<file path="config.mk">
export PLATFORM = sky130hd
export DESIGN_NAME = iso_clk_router
export DESIGN_NICKNAME = d
export VERILOG_FILES = /design/src/rtl/iso_clk_pkg.sv /design/src/rtl/iso_edge_sync.sv /design/src/rtl/iso_cfg_decode.sv /design/src/rtl/iso_timing_line.sv /design/src/rtl/iso_clk_router.sv
export SDC_FILE = /design/constraint.sdc
export NUM_CORES = 1
export LEC_CHECK = 0
export ABC_AREA = 0
export BUFFER_PORTS_ARGS = -buffer_cell sky130_fd_sc_hd__buf_2
export CORE_MARGIN = 2
export CORE_UTILIZATION = 40
export CTS_CLUSTER_DIAMETER = 30
export DETAILED_ROUTE_END_ITERATION = 6
export GPL_ROUTABILITY_DRIVEN = 0
export HOLD_SLACK_MARGIN = 0.05
export PLACE_DENSITY_LB_ADDON = 0.05
export SETUP_SLACK_MARGIN = 0.1
export SLEW_MARGIN = 40
export SYNTH_ARGS = -nofsm -noshare
export SYNTH_HDL_FRONTEND = slang
export SYNTH_SLANG_ARGS = --single-unit
export TNS_END_PERCENT = 1
</file>
<file path="constraint.sdc">
create_clock -name clk -period 1.2 [get_ports clk]
set_clock_uncertainty 0.15 [all_clocks]
set_input_delay 0.06 -clock clk [delete_from_list [all_inputs] [get_ports clk]]
set_output_delay 0.06 -clock clk [all_outputs]
set_load 0.02 [all_outputs]
</file>
<file path="src/rtl/iso_clk_pkg.sv">
`timescale 1ns/1ps
package iso_clk_pkg;
  localparam int FIELD_W = 3;
  localparam int N_FIELDS = 4;
  localparam int CFG_W = FIELD_W * N_FIELDS;

  typedef enum logic [FIELD_W-1:0] {
    CK_INT    = 3'd0,
    CK_DCE_TX = 3'd1,
    CK_DCE_RX = 3'd2
  } clk_src_e;

  typedef enum logic [FIELD_W-1:0] {
    OUT_OFF    = 3'd0,
    OUT_RX_BRG = 3'd1,
    OUT_TX_BRG = 3'd2,
    OUT_DCE_TX = 3'd3,
    OUT_DCE_RX = 3'd4
  } out_src_e;
endpackage

</file>
<file path="src/rtl/iso_edge_sync.sv">
`timescale 1ns/1ps
module iso_edge_sync #(
  parameter int STAGES = 2
) (
  input  logic clk,
  input  logic rst,
  input  logic async_in,
  output logic tick
);
  localparam int TOP = STAGES - 1;

  logic [TOP:0] chain;
  logic         last_lvl;

  always_ff @(posedge clk) begin
    if (rst) begin
      chain    <= '0;
      last_lvl <= 1'b0;
    end else begin
      chain    <= {chain[TOP-1:0], async_in};
      last_lvl <= chain[TOP];
    end
  end

  assign tick = chain[TOP] & ~last_lvl;


  tick_single_chk: assert property (@(posedge clk) disable iff (rst)
    tick |=> !tick);
endmodule

</file>
<file path="src/rtl/iso_cfg_decode.sv">
`timescale 1ns/1ps
module iso_cfg_decode
  import iso_clk_pkg::*;
(
  input  logic [CFG_W-1:0] cfg_raw,
  output clk_src_e         dir_sel [2],
  output out_src_e         line_sel [2],
  output logic             bad
);
  logic [1:0] dir_bad;
  logic [1:0] line_bad;

  for (genvar i = 0; i < 2; i++) begin : g_dir
    logic [FIELD_W-1:0] code;
    assign code = cfg_raw[i*FIELD_W +: FIELD_W];
    always_comb begin
      dir_bad[i] = (code > FIELD_W'(CK_DCE_RX));
      dir_sel[i] = dir_bad[i] ? CK_INT : clk_src_e'(code);
    end
  end

  for (genvar j = 0; j < 2; j++) begin : g_line
    logic [FIELD_W-1:0] code;
    assign code = cfg_raw[(j+2)*FIELD_W +: FIELD_W];
    always_comb begin
      line_bad[j] = (code > FIELD_W'(OUT_DCE_RX));
      line_sel[j] = line_bad[j] ? OUT_OFF : out_src_e'(code);
    end
  end

  assign bad = |{dir_bad, line_bad};
endmodule

</file>
<file path="src/rtl/iso_timing_line.sv">
`timescale 1ns/1ps
module iso_timing_line
  import iso_clk_pkg::*;
(
  input  logic     clk,
  input  logic     rst,
  input  out_src_e src,
  input  logic     rx_brg,
  input  logic     tx_brg,
  input  logic     ext_tx,
  input  logic     ext_rx,
  input  logic     silence,
  output logic     line,
  output logic     oe
);
  logic sel_tick;

  always_comb begin
    case (src)
      OUT_RX_BRG: sel_tick = rx_brg;
      OUT_TX_BRG: sel_tick = tx_brg;
      OUT_DCE_TX: sel_tick = ext_tx;
      OUT_DCE_RX: sel_tick = ext_rx;
      default:    sel_tick = 1'b0;
    endcase
  end

  always_ff @(posedge clk) begin
    if (rst) begin
      line <= 1'b0;
      oe   <= 1'b0;
    end else begin
      oe <= (src != OUT_OFF);
      if (src == OUT_OFF || silence) line <= 1'b0;
      else if (sel_tick)             line <= ~line;
    end
  end


  idle_low_chk: assert property (@(posedge clk) disable iff (rst)
    !oe |-> !line);

  stop_low_chk: assert property (@(posedge clk) disable iff (rst)
    silence |=> !line);

  rise_cause_chk: assert property (@(posedge clk) disable iff (rst)
    $rose(line) |-> $past(sel_tick));
endmodule

</file>
<file path="src/rtl/iso_clk_router.sv">
`timescale 1ns/1ps
module iso_clk_router
  import iso_clk_pkg::*;
#(
  parameter int SYNC_STAGES = 2
) (
  input  logic             clk,
  input  logic             rst,
  input  logic [CFG_W-1:0] cfg_word,
  input  logic             tx_brg_tick,
  input  logic             rx_brg_tick,
  input  logic             dce_txt_in,
  input  logic             dce_rxt_in,
  input  logic             stop_clk,
  output logic             tx_tick,
  output logic             rx_tick,
  output logic             dte_txt_out,
  output logic             dte_txt_oe,
  output logic             dte_rxt_out,
  output logic             dte_rxt_oe,
  output logic             cfg_err
);
  localparam int N_EXT = 2;

  clk_src_e   dir_sel [2];
  out_src_e   line_sel [2];
  logic       cfg_bad;
  logic [N_EXT-1:0] ext_in;
  logic [N_EXT-1:0] ext_tick;
  logic [1:0] brg_tick;
  logic [1:0] dir_next;
  logic [1:0] line_q;
  logic [1:0] oe_q;
  logic       silence;

  assign ext_in   = {dce_rxt_in, dce_txt_in};
  assign brg_tick = {rx_brg_tick, tx_brg_tick};

  iso_cfg_decode u_dec (
    .cfg_raw  (cfg_word),
    .dir_sel  (dir_sel),
    .line_sel (line_sel),
    .bad      (cfg_bad)
  );

  for (genvar e = 0; e < N_EXT; e++) begin : g_ext
    iso_edge_sync #(.STAGES(SYNC_STAGES)) u_sync (
      .clk      (clk),
      .rst      (rst),
      .async_in (ext_in[e]),
      .tick     (ext_tick[e])
    );
  end

  for (genvar d = 0; d < 2; d++) begin : g_dir
    always_comb begin
      case (dir_sel[d])
        CK_DCE_TX: dir_next[d] = ext_tick[0];
        CK_DCE_RX: dir_next[d] = ext_tick[1];
        default:   dir_next[d] = brg_tick[d];
      endcase
    end
  end

  always_ff @(posedge clk) begin
    if (rst) begin
      tx_tick <= 1'b0;
      rx_tick <= 1'b0;
      cfg_err <= 1'b0;
    end else begin
      tx_tick <= dir_next[0];
      rx_tick <= dir_next[1];
      cfg_err <= cfg_bad;
    end
  end

  assign silence = stop_clk & ((line_sel[0] != OUT_OFF) | (line_sel[1] != OUT_OFF));

  for (genvar l = 0; l < 2; l++) begin : g_line
    iso_timing_line u_line (
      .clk     (clk),
      .rst     (rst),
      .src     (line_sel[l]),
      .rx_brg  (rx_brg_tick),
      .tx_brg  (tx_brg_tick),
      .ext_tx  (ext_tick[0]),
      .ext_rx  (ext_tick[1]),
      .silence (silence),
      .line    (line_q[l]),
      .oe      (oe_q[l])
    );
  end

  assign dte_txt_out = line_q[0];
  assign dte_rxt_out = line_q[1];
  assign dte_txt_oe  = oe_q[0];
  assign dte_rxt_oe  = oe_q[1];


  cfg_err_chk: assert property (@(posedge clk) disable iff (rst)
    (cfg_word[2:0] > 3'd2) |=> cfg_err);

  tx_int_chk: assert property (@(posedge clk) disable iff (rst)
    (cfg_word[2:0] == 3'd0 && tx_brg_tick) |=> tx_tick);

  async_quiet_chk: assert property (@(posedge clk) disable iff (rst)
    (cfg_word == '0) |=> (!dte_txt_oe && !dte_rxt_oe && !cfg_err));
endmodule

</file>
==> results of run 1 <==
[power by group]
group / leakage [nW] / switching (mW) / total, mW / internal, mW
Sequential: 0.108 / 0.00616 / 0.458 / 0.452
Combinational: 0.277 / 0.0834 / 0.174 / 0.0902
Clock: 0.0150 / 0.142 / 0.271 / 0.129
Total: 0.400 / 0.232 / 0.903 / 0.671
[timing repair]
action,in CTS,in global routing
hold endpoints to repair,13,11
resized for setup,1,4
pin swaps,0,0
setup endpoints to repair,4,5
[stage by stage]
step / setup TNS [ps] / instance area, um2 / hold slack [ps] / setup slack (ps) / power [mW]
2_1_floorplan: 0 / 602 / -5.64 / 4.73 / 0.543
3_3_place_gp: -14.5 / 749 / 121 / -14.5 / 0.613
3_5_place_dp: -59.4 / 749 / 123 / -56.9 / 0.614
4_1_cts: -77.1 / 870 / -39.6 / -77.1 / 0.908
5_1_grt: -270 / 878 / -34.5 / -144 / 0.948
6_report: -102 / 878 / -33.4 / -76.4 / 0.903
[layout make-up]
cell class,count,area (um2),share of cell area
well taps,15,18.8,0.0214
multi-input cells,48,348,0.396
flip-flops and latches,13,263,0.299
repair buffers,35,223,0.254
clock buffers,4,26.3,0.0299
[worst max-delay path: stages, from the launching register on]
cell and delay, ps:
dfxtp_2 330, nand3b_1 160, a311oi_2 250, nor3_1 80
and4bb_1 260
[cell families after synthesis]
group / count (synthesis) / synth area share
simple gates: 30 / 0.364
buf+inv: 1 / 0.00623
compound gates: 16 / 0.168
flops: 13 / 0.432
xor+xnor: 2 / 0.0291
[placed cells by master (no fill, tap or decap)]
cell type / instances
nor2_1: 1
dlygate4sd3_1: 9
nand2b_1: 2
nor2b_2: 1
o21ai_1: 1
a21oi_2: 2
a41oi_1: 1
nand2b_4: 1
xnor2_1: 2
dfxtp_1: 11
and3_1: 1
nand2_1: 1
o21bai_1: 2
a311oi_2: 1
clkbuf_1: 1
o21ai_0: 5
nand3b_1: 3
clkbuf_4: 3
nand4bb_1: 1
and4bb_1: 2
dfxtp_2: 2
nor2b_1: 7
buf_2: 25
nor3_1: 4
a21oi_1: 3
and3b_1: 4
buf_4: 1
a211oi_1: 1
nor3b_1: 2
[final timing paths]
| check | end | slack [ps] |
|---|---|---|
| max reg2reg | g_line[0].u_line.line | -80 |
| max | g_line[0].u_line.line | -80 |
| min | g_ext[1].u_sync.chain[0] | -30 |
| min reg2reg | g_ext[0].u_sync.chain[1] | 300 |
[layer usage]
layer,vias up,part of all wire,GRT usage
met3,2,0.043,0.0255
met2,19,0.47,0.297
li1,305,-,-
met4,0,0.0096,0.0938
met1,268,0.47,0.199
met5,-,0,0
[sequential cells by signal (all words and copies together), names as in the netlist]
name	cells
tx_tick	1
g_line.u_line.oe	2
rx_tick	1
g_ext.u_sync.chain	4
cfg_err	1
g_ext.u_sync.last_lvl	2
g_line.u_line.line	2
==> run summary, run 1 <==
Status: complete, but fails checks
Failing checks: hold timing, setup timing
Crit. Startpoint: g_ext[0].u_sync.last_lvl
Clk_lat worst skew: 270 ps
Inserted Clock Buffers: 3
Measured slew at the worst slew-check pin: 256 ps
Leak: 0.400 nW
Crit start category: flop
Leading area contributor after synthesis: dfxtp_1
Reg2reg path depth: 4
WHS: -33.4 ps
Setup CP Type: reg -> reg
Hold depth: 2
Number of DRC markers in iteration 0: 10
Tmin final: 1280 ps
DRC viols: 0
Grt total ovfl: 0
Synth Instances: 62
Setup bufs post-CTS: 0
Sequential-to-total area share from yosys stat: 0.432
IO Pins: 26
Top post-synthesis cells by count: dfxtp_1, nor2b_1, o21ai_0
Clock transition at path regs: 80 ps
Critical Path Fanout Max: 3
WL/cell: 12.6 um
Synthesized cell area: 602 um2
Placement row count: 13
Synth top area share: 0.432
Share of layout cells above drive strength 1: 0.360
Top FF cell, synth: dfxtp_1
Final Non-Filler Cells: 115
Final worst slack: -76.4 ps
DR pass1 iterations: 4
ANT cells: 0
All-Layer GR Usage: 0.172
Hold_buf cts: 9
Antenna Nets Post-Route: 0
Final setup viols: 2
Synth-to-layout area growth: 45.9%
Async SR Flop Fraction: 0
HP Start: rst
Worst Path Arrival: 1340 ps
Most frequent cell after synthesis: dfxtp_1
H-tree depth: 1
Number of synthesized register bits: 13
Maximum vdd drop: 0.566 mV
Post-placement cell count: 102
Vias per cell: 5.17
Largest net degree at the start of global routing: 12
Maxcap violations: 0
RSZ-0062 raised after global routing: true
Worst slew margin: 0.829
Final Hold Fails: 10
Clk Tree Root Cell: clkbuf_4
Final WL: 1450 um
Syn. warnings: 0
Filler instances: 123
Vias in the first global route: 561
Avg Inst Size Synth: 9.71 um2
Syn Nets: 81
Die X: 42.8 um
Final core utilization: 0.651
Required @ worst endpoint: 1270 ps
IO buf count: 25
First-pass GRT wire length: 2340 um
Area contributors post-synth: dfxtp_1, nor2b_1, and3b_1
CTS tree: done
Reg2Reg Launch Point: g_ext[0].u_sync.last_lvl
CTS sink count: 13
Clock Path Buffers: 2
Core ar.: 0.00135 mm2
Final HPWL DP: 959 um
Nets: 120
Initial Util: 0.446
Number of unique standard cell types used by synthesis: 21
Die area: 0.00183 mm2
FMAX: 783 MHz
Number of enable flip-flop cells after synthesis: 0
Final Max Slew Viols: 0
Power Density: 1030 mW/mm2
CP Capture Type: flop
Initial antenna violation count: 0
Final Cycle Share: 1.06
Total number of vias: 594
Hold Crit Class: in -> reg
Die Height: 42.8 um
Power figures use the tool's default switching activity.
==> inputs of run 2 (changes only) <==
--- a/config.mk
+++ b/config.mk
@@ -7,7 +7,7 @@
 export LEC_CHECK = 0
 export ABC_AREA = 0
 export BUFFER_PORTS_ARGS = -buffer_cell sky130_fd_sc_hd__buf_2
-export CORE_MARGIN = 2
+export CORE_MARGIN = 3
 export CORE_UTILIZATION = 40
 export CTS_CLUSTER_DIAMETER = 30
 export DETAILED_ROUTE_END_ITERATION = 6
==> run 2 against run 1 <==
The flow still finishes with violations (hold timing, setup timing). Non-clock buffer count is the same. Clock power down 3%. Worst setup slack worse by 14 ps. Fmax fell by 1.1%. First-iteration DRC count shrank 40%. Critical path depth unchanged. Sequential power about the same. Register-to-register slack hardly changed. Worst hold slack got worse by 14 ps. Highest routed layer unchanged.
==> run summary, run 2 (synthesized netlist as in run 1, its figures left out) <==
WL/cell: 12.2 um (was 12.6 um)
Hold Crit Class: in -> reg (unchanged)
Final Cycle Share: 1.08 (was 1.06)
DRT met1 WL: 611 um (was 688 um)
Tmin final: 1290 ps (was 1280 ps)
Inserted Clock Buffers: 3 (unchanged)
Crit path max-delay cell type: dfxtp_2 (unchanged)
Maxcap violations: 0 (unchanged)
Top layer used by detailed routing: met4 (unchanged)
Hold_buf cts: 9 (unchanged)
CP Buf/Inv Count: 0 (unchanged)
Post-route cell area: 880 um2 (was 878 um2)
Clock transition at path regs: 80 ps (about the same)
Worst slew margin: 0.840 (was 0.829)
Worst path cell trace: nand3b_1 -> a311oi_2 -> nor3_1 -> and4bb_1 (unchanged)
Number of flip-flops in the largest register: 4 (unchanged)
First-pass GRT wire length: 2150 um (was 2340 um)
ANT cells: 0 (unchanged)
Final Max Slew Viols: 0 (unchanged)
DRC viols: 0 (unchanged)
Status: complete, but fails checks (unchanged)
Vias in the first global route: 528 (was 561)
Power Density: 1020 mW/mm2 (was 1030 mW/mm2)
CP Capture Type: flop (unchanged)
Share of layout cells above drive strength 1: 0.370 (was 0.360)
Failing checks: hold timing, setup timing (unchanged)
CTS sink count: 13 (unchanged)
Final Hold Fails: 11 (was 10)
FMAX: 775 MHz (was 783 MHz)
Vias per cell: 5.17 (unchanged)
Grt total ovfl: 0 (unchanged)
Crit start category: flop (unchanged)
Final setup viols: 1 (was 2)
Worst Path Arrival: 1350 ps (was 1340 ps)
CP peak stage delay: 330 ps (about the same)
IO buf count: 25 (unchanged)
Required @ worst endpoint: 1260 ps (was 1270 ps)
Maximum vdd drop: 0.906 mV (was 0.566 mV)
Final worst slack: -90.3 ps (was -76.4 ps)
Placement row count: 13 (unchanged)
Met3 WL post-DR: 120 um (was 62 um)
WHS: -47.7 ps (was -33.4 ps)
Leak: 0.403 nW (was 0.400 nW)
Clk Tree Root Cell: clkbuf_4 (unchanged)
Clock Path Buffers: 2 (unchanged)
Core ar.: 0.00135 mm2 (unchanged)
Most common cell after layout, fill and taps aside: buf_2 (unchanged)
Met2 wire length: 655 um (was 688 um)
Setup bufs post-CTS: 0 (unchanged)
Initial antenna violation count: 0 (unchanged)
Final HPWL DP: 992 um (was 959 um)
Final WL: 1400 um (was 1450 um)
All-Layer GR Usage: 0.149 (was 0.172)
Critical Path Fanout Max: 3 (unchanged)
Setup CP Type: reg -> reg (unchanged)
Placed Area: 749 um2 (unchanged)
Largest net degree at the start of global routing: 12 (unchanged)
CTS tree: done (unchanged)
Number of DRC markers in iteration 0: 6 (was 10)
Measured slew at the worst slew-check pin: 240 ps (was 256 ps)
Die X: 44.8 um (was 42.8 um)
Largest register by flop count: g_ext.u_sync.chain (unchanged)
Filler instances: 124 (was 123)
Nets: 120 (unchanged)
Die Height: 44.8 um (was 42.8 um)
DR pass1 iterations: 4 (unchanged)
Die area: 0.00201 mm2 (was 0.00183 mm2)
Cell family with most CP delay: simple AND/OR/NAND/NOR gates (unchanged)
H-tree depth: 1 (unchanged)
RSZ-0062 raised after global routing: true (unchanged)
Clk_lat worst skew: 270 ps (about the same)
Synth-to-layout area growth: 46.2% (was 45.9%)
Total number of vias: 594 (unchanged)
Initial Util: 0.446 (unchanged)
Power Total: 0.893 mW (was 0.903 mW)
IO Pins: 26 (unchanged)
Most frequent cells in the layout: buf_2, dfxtp_1, dlygate4sd3_1, nor2b_1, o21ai_0 (unchanged)
Antenna Nets Post-Route: 0 (unchanged)
-- run 2: layout make-up --
type,instances,area (um2),area share
multi-input cells,48,348,0.395
clock inverters,1,5.00,0.00569
well taps,15,18.8,0.0213
repair buffers,35,223,0.253
clock buffers,3,22.5,0.0256
flip-flops and latches,13,263,0.299
-- run 2: routing by layer --
metal / track usage / up-vias
met3: 0.0717 / 2
met4: 0.0351 / 0
li1: - / 307
met1: 0.178 / 264
met5: 0 / -
met2: 0.241 / 21
-- run 2: power breakdown --
part / total, mW / switching [mW] / internal (mW)
Sequential: 0.458 / 0.00597 / 0.452
Combinational: 0.172 / 0.0822 / 0.0902
Clock: 0.263 / 0.139 / 0.123
-- run 2: timing repair --
item	4_1_cts	5_1_grt
setup endpoints to repair	4	5
resized for setup	2	3
hold endpoints to repair	13	11
cloned	0	0
-- run 2: per-stage QoR --
stage	setup slack, ps	TNS (ps)	hold slack, ps	instances	util
6_report	-90.3	-90.3	-47.7	115	0.652
3_5_place_dp	-56.7	-56.7	128	102	0.555
4_1_cts	-101	-101	-42.4	115	0.648
3_3_place_gp	-14.3	-14.3	121	102	0.555
5_1_grt	-157	-266	-52.9	115	0.652
2_1_floorplan	4.73	0	-5.64	62	-
-- run 2: path summary, 6_finish.rpt --
| path | from | endpoint | slack, ps | cells past startpoint |
|---|---|---|---|---|
| worst min-delay path | rst | g_ext[0].u_sync.last_lvl | -50 | 2 |
| worst max register to register | g_ext[0].u_sync.last_lvl | g_line[0].u_line.line | -90 | 4 |
| worst min register to register | g_ext[1].u_sync.chain[0] | g_ext[1].u_sync.chain[1] | 290 | 1 |
| worst max-delay path | g_ext[0].u_sync.last_lvl | g_line[0].u_line.line | -90 | 4 |
